`src/rtl/pwm_cmp_pkg.sv`:
```
package pwm_cmp_pkg;
  typedef enum logic [2:0] {
    MODE_FREEZE = 3'b000,
    MODE_SET    = 3'b001,
    MODE_CLR    = 3'b010,
    MODE_TOGGLE = 3'b011,
    MODE_LOW    = 3'b100,
    MODE_HIGH   = 3'b101,
    MODE_LT_HI  = 3'b110,
    MODE_LT_LO  = 3'b111
  } ref_mode_e;

  localparam logic [1:0] ALIGN_EDGE = 2'b00;
  localparam logic [1:0] ALIGN_DOWN = 2'b01;
  localparam logic [1:0] ALIGN_UP   = 2'b10;
  localparam logic [1:0] ALIGN_BOTH = 2'b11;

  localparam int unsigned NUM_PINS = 2;
endpackage

```
`src/rtl/pwm_cmp_reg.sv`:
```
module pwm_cmp_reg #(
  parameter int unsigned CNT_W = 16
) (
  input  logic             clk_i,
  input  logic             rst_ni,
  input  logic             preload_en_i,
  input  logic             we_i,
  input  logic [CNT_W-1:0] wdata_i,
  input  logic             upd_i,
  output logic [CNT_W-1:0] active_o
);
  logic [CNT_W-1:0] shadow_q, active_q;

  always_ff @(posedge clk_i or negedge rst_ni) begin
    if (!rst_ni) begin
      shadow_q <= '0;
      active_q <= '0;
    end else begin
      if (we_i) shadow_q <= wdata_i;
      if (!preload_en_i) begin
        if (we_i) active_q <= wdata_i;
      end else if (upd_i) begin
        active_q <= shadow_q;
      end
    end
  end

  assign active_o = active_q;
endmodule

```
`src/rtl/pwm_ref_gen.sv`:
```
module pwm_ref_gen
  import pwm_cmp_pkg::*;
#(
  parameter int unsigned CNT_W = 16
) (
  input  logic             clk_i,
  input  logic             rst_ni,
  input  logic [CNT_W-1:0] cnt_i,
  input  logic             cnt_down_i,
  input  logic [1:0]       align_i,
  input  logic [2:0]       mode_i,
  input  logic [CNT_W-1:0] cmp_i,
  input  logic             flag_clr_i,
  output logic             ref_o,
  output logic             flag_o
);
  logic eq, dir_ok, hit, below;
  logic ref_q, ref_d, flag_q;
  ref_mode_e mode;

  assign mode  = ref_mode_e'(mode_i);
  assign eq    = (cnt_i == cmp_i);
  assign below = (cnt_i < cmp_i);

  always_comb begin
    unique case (align_i)
      ALIGN_DOWN: dir_ok = cnt_down_i;
      ALIGN_UP:   dir_ok = !cnt_down_i;
      default:    dir_ok = 1'b1;
    endcase
  end

  assign hit = eq && dir_ok;

  always_comb begin
    ref_d = ref_q;
    unique case (mode)
      MODE_FREEZE: ref_d = ref_q;
      MODE_SET:    if (hit) ref_d = 1'b1;
      MODE_CLR:    if (hit) ref_d = 1'b0;
      MODE_TOGGLE: if (hit) ref_d = !ref_q;
      MODE_LOW:    ref_d = 1'b0;
      MODE_HIGH:   ref_d = 1'b1;
      MODE_LT_HI:  ref_d = below;
      MODE_LT_LO:  ref_d = !below;
      default:     ref_d = ref_q;
    endcase
  end

  always_ff @(posedge clk_i or negedge rst_ni) begin
    if (!rst_ni) begin
      ref_q  <= 1'b0;
      flag_q <= 1'b0;
    end else begin
      ref_q <= ref_d;
      if (hit)             flag_q <= 1'b1;
      else if (flag_clr_i) flag_q <= 1'b0;
    end
  end

  assign ref_o  = ref_q;
  assign flag_o = flag_q;
endmodule

```
`src/rtl/pwm_out_stage.sv`:
```
module pwm_out_stage
  import pwm_cmp_pkg::*;
(
  input  logic                ref_i,
  input  logic [NUM_PINS-1:0] en_i,
  input  logic [NUM_PINS-1:0] pol_i,
  input  logic [NUM_PINS-1:0] oe_mask_i,
  input  logic                moe_i,
  output logic [NUM_PINS-1:0] pin_o
);
  logic [NUM_PINS-1:0] src;
  assign src[0] = ref_i;
  assign src[1] = !ref_i;

  for (genvar p = 0; p < NUM_PINS; p++) begin : g_pin
    logic drive;
    assign drive    = moe_i && oe_mask_i[p] && en_i[p];
    assign pin_o[p] = drive ? (src[p] ^ pol_i[p]) : 1'b0;
  end
endmodule

```
`src/rtl/pwm_cmp_chan.sv`:
```
module pwm_cmp_chan
  import pwm_cmp_pkg::*;
#(
  parameter int unsigned CNT_W = 16
) (
  input  logic             clk_i,
  input  logic             rst_ni,
  input  logic [CNT_W-1:0] cnt_i,
  input  logic             cnt_down_i,
  input  logic             upd_i,
  input  logic [1:0]       align_i,
  input  logic [2:0]       mode_i,
  input  logic             preload_en_i,
  input  logic             cmp_we_i,
  input  logic [CNT_W-1:0] cmp_wdata_i,
  input  logic             main_en_i,
  input  logic             main_pol_i,
  input  logic             comp_en_i,
  input  logic             comp_pol_i,
  input  logic [1:0]       oe_mask_i,
  input  logic             moe_i,
  input  logic             flag_clr_i,
  output logic             out_main_o,
  output logic             out_comp_o,
  output logic             match_flag_o,
  output logic [CNT_W-1:0] cmp_val_o
);
  logic [CNT_W-1:0]    cmp_act;
  logic                ref_lvl;
  logic [NUM_PINS-1:0] pins;

  pwm_cmp_reg #(.CNT_W(CNT_W)) u_cmp (
    .clk_i        (clk_i),
    .rst_ni       (rst_ni),
    .preload_en_i (preload_en_i),
    .we_i         (cmp_we_i),
    .wdata_i      (cmp_wdata_i),
    .upd_i        (upd_i),
    .active_o     (cmp_act)
  );

  pwm_ref_gen #(.CNT_W(CNT_W)) u_ref (
    .clk_i      (clk_i),
    .rst_ni     (rst_ni),
    .cnt_i      (cnt_i),
    .cnt_down_i (cnt_down_i),
    .align_i    (align_i),
    .mode_i     (mode_i),
    .cmp_i      (cmp_act),
    .flag_clr_i (flag_clr_i),
    .ref_o      (ref_lvl),
    .flag_o     (match_flag_o)
  );

  pwm_out_stage u_out (
    .ref_i     (ref_lvl),
    .en_i      ({comp_en_i, main_en_i}),
    .pol_i     ({comp_pol_i, main_pol_i}),
    .oe_mask_i (oe_mask_i),
    .moe_i     (moe_i),
    .pin_o     (pins)
  );

  assign out_main_o = pins[0];
  assign out_comp_o = pins[1];
  assign cmp_val_o  = cmp_act;
endmodule

```
`config.mk`:
```
export PLATFORM = sky130hd
export DESIGN_NAME = pwm_cmp_chan
export DESIGN_NICKNAME = d
export VERILOG_FILES = /design/src/rtl/pwm_cmp_pkg.sv /design/src/rtl/pwm_cmp_reg.sv /design/src/rtl/pwm_ref_gen.sv /design/src/rtl/pwm_out_stage.sv /design/src/rtl/pwm_cmp_chan.sv
export SDC_FILE = /design/constraint.sdc
export NUM_CORES = 1
export LEC_CHECK = 0
export BUFFER_PORTS_ARGS = -buffer_cell sky130_fd_sc_hd__buf_2
export CAP_MARGIN = 5
export CORE_MARGIN = 2
export CORE_UTILIZATION = 43
export DETAILED_ROUTE_END_ITERATION = 12
export PLACE_DENSITY = 0.83
export SLEW_MARGIN = 10
export SYNTH_ARGS = -nofsm -noshare
export SYNTH_HDL_FRONTEND = slang
export SYNTH_SLANG_ARGS = --single-unit
export TNS_END_PERCENT = 50
```
`constraint.sdc`:
```
create_clock -name clk_i -period 3.35 [get_ports clk_i]
set_input_delay 0.67 -clock clk_i [delete_from_list [all_inputs] [get_ports clk_i]]
set_output_delay 0.67 -clock clk_i [all_outputs]
set_load 0.02 [all_outputs]
```
==> flow_metrics.tcl <==
set metrics [dict create \
    status "finished clean" \
    grt_pass1_wl_um 6950 \
    drt_iter0_markers 62 \
    r2r_slack_ns 1.31 \
    p_per_area_mw_per_mm2 445 \
    cts_tree "built" \
    routed_via_density 5.02 \
    syn_area_mm2 0.00195 \
    finalClockSkew_ns 0.00314 \
    start_util 0.448 \
    yosys_warnings 0 \
    die_h_um 71.3 \
    postRouteAntennaNets 0 \
    clock_sinks 34 \
    cts_resized 0 \
    hold_path.class "input pin to async pin" \
    fillers 383 \
    fin_util 0.557 \
    synth_edf_count 0 \
    postCtsSetupRepairBufs 0 \
    leakage_nw 1.27 \
    synth.distinct_cells 30 \
    grt_max_degree 35 \
    rr_endpoint "u_ref.ref_o$_DFFE_PN0P_" \
    critPathCaptureType "register" \
    nNetsFinal 325 \
    hold_viol 0 \
    reg2reg_from "u_cmp.active_o[15]$_DFFE_PN0P_" \
    avgSynthCellArea_um2 10.5 \
    via_count 1542 \
    reg2reg_depth 7 \
    insertion_delay_ns 0.27 \
    start_kind "input pin" \
    drt_wl_total_um 4080 \
    gp_congestion 0.780 \
    cts_hold_buf 0 \
    synth.top_cell.area_share 0.436 \
    seq_area_frac_synth 0.436 \
    crit_path_start "cnt_i[15]" \
    synth_ff_type "dfrtp_1" \
    tns_ns 0 \
    cts_buffer_depth 2 \
    antenna-diode-count 0 \
    crit_type "input pin to register" \
    fmax_mhz 474 \
    synth-seq-cells 34 \
    syn_inst 186 \
    first_pass_iters 4 \
    clockRootBuffer "clkbuf_8" \
    finalSetupViolCount 0 \
    ys_async_sr_fraction 1.00 \
    yosysTopAreaCell "dfrtp_1" \
    fin_crit_ns 2.11 \
    rsz0062_at_grt "no" \
    ys_top_cells_by_count "dfrtp_1 (34), nand2_1 (21), inv_1 (20)" \
    synthToLayoutAreaGrowth_pct 24.4 \
    clk_pin_slew_worst_paths_ns 0.06 \
    arrival_ns 2.27 \
    first_global_vias 1562 \
    die_w_um 71.3 \
    layout-drive-gt1-share 0.380 \
    relSlewSlack 0.501 \
    die-area_mm2 0.00509 \
    cp-endpoint "u_ref.ref_o$_DFFE_PN0P_" \
    route.detailed.drc 0 \
    worst_slew_pin_slew_ns 0.748 \
    yosysMostFrequentCell "dfrtp_1" \
    finalMaxSlewViolations 0 \
    placementRows 24 \
    synthTopCellsByArea "dfrtp_1 (44%), ha_1 (12%), mux2i_1 (9.2%)" \
    crit_required_ns 3.51 \
    htree_num_levels 2 \
    grt_usage 0.174 \
    io_pins 70 \
    fin_crit_sh 0.629 \
    cp_max_fo 4 \
    cap_violations 0 \
    max-vdd-ir-drop_mv 0.248 \
    core_area_mm2 0.00435 \
    wl_per_cell_um 13.3 \
    grt-ovfl-total 0 \
    dp_hpwl_um 3320 \
    synth_nets 255 \
    numCtsBuffers 5 \
    antenna_found_initial 0 \
    io_buffers 69 \
]
-- power breakdown --
part / total [mW] / leakage [nW] / internal [mW] / switching [mW]
registers: 0.497 / 0.407 / 0.461 / 0.0355
clock network: 0.292 / 0.0431 / 0.158 / 0.134
logic: 0.290 / 0.822 / 0.126 / 0.164
total: 1.08 / 1.27 / 0.745 / 0.333
-- worst min-delay path by stage --
| stage | from | endpoint | slack, ns | depth (start not counted) |
|---|---|---|---|---|
| global placement | u_ref.flag_o$_DFFE_PN0P_ | u_ref.flag_o$_DFFE_PN0P_ | 0.47 | 1 |
| finish | rst_ni | u_cmp.shadow_q[3]$_DFFE_PN0P_ | 0.46 | 1 |
| detailed placement | u_ref.flag_o$_DFFE_PN0P_ | u_ref.flag_o$_DFFE_PN0P_ | 0.47 | 1 |
| CTS | rst_ni | u_cmp.shadow_q[2]$_DFFE_PN0P_ | 0.48 | 1 |
| floorplan | rst_ni | u_cmp.active_o[0]$_DFFE_PN0P_ | 0.37 | 0 |
| global route | rst_ni | u_cmp.shadow_q[3]$_DFFE_PN0P_ | 0.51 | 1 |
-- critical path, cell delays in order --
cell and delay, ns:
buf_2 0.10, ha_1 0.32, nand4_2 0.16, nor4_2 0.31
a21boi_2 0.20, and4b_1 0.20, a311o_1 0.31
-- cell usage in the layout (no fill, tap or decap) --
master and count:
xnor2_1 1, a21o_1 2, ha_1 18, nand3_1 2
o211ai_1 1, xor2_1 1, buf_2 69, dfrtp_1 34
a211oi_1 1, nand4_1 2, inv_1 20, and2b_1 1
nor2_1 4, clkbuf_8 6, nor3b_2 1, nand4_2 1
and4b_1 1, nor4_2 1, nand3b_1 1, o32ai_1 1
a21boi_2 1, nor2b_1 3, o21ai_0 19, a311oi_1 1
mux2i_1 17, a311o_1 1, mux2i_2 1, nand2_1 21
buf_4 1, mux2_2 16, a21oi_1 6
-- state kept, by name, summed over array words and instances (netlist names) --
register and flops:
u_cmp.active_o 16, u_cmp.shadow_q 16, u_ref.flag_o 1, u_ref.ref_o 1
-- per-layer routing --
| layer | GRT usage | part of all wire | wire length, µm | vias to the layer above |
|---|---|---|---|---|
| met2 | 0.306 | 0.52 | 2120 | 45 |
| li1 | - | - | - | 782 |
| met3 | 0.0450 | 0.058 | 238 | 6 |
| met4 | 0.0713 | 0.018 | 74 | 0 |
| met5 | 0 | 0 | 0 | - |
| met1 | 0.202 | 0.40 | 1640 | 709 |
-- cell type report --
cell class                      count  area [µm²]  share of cell area
Clock buffer                        6        82.6              0.0341
Inverter                           20        75.1              0.0310
Multi-Input combinational cell    125         998               0.412
Sequential cell                    34         851               0.351
Tap cell                           52        65.1              0.0268
Timing Repair Buffer               70         353               0.146
-- per-stage QoR --
| stage | total power, mW | cell area (µm²) | hold slack [ns] | worst slack (ns) | cells |
|---|---|---|---|---|---|
| detailed placement | 0.797 | 2340 | 0.471 | 0.947 | 301 |
| global placement | 0.783 | 2340 | 0.465 | 0.999 | 301 |
| floorplan | 0.684 | 1950 | 0.374 | 1.17 | 186 |
| CTS | 1.09 | 2420 | 0.479 | 1.23 | 307 |
| finish | 1.08 | 2420 | 0.457 | 1.24 | 307 |
| global route | 1.15 | 2420 | 0.509 | 1.12 | 307 |
-- logic make-up after synthesis --
| group | share of synthesized area |
|---|---|
| compound gates | 0.0995 |
| xor+xnor | 0.00899 |
| fa+ha+maj | 0.116 |
| buf+inv | 0.0533 |
| flops | 0.436 |
| mux | 0.185 |
| simple gates | 0.101 |
No activity file was read; power rests on OpenSTA's default activity.
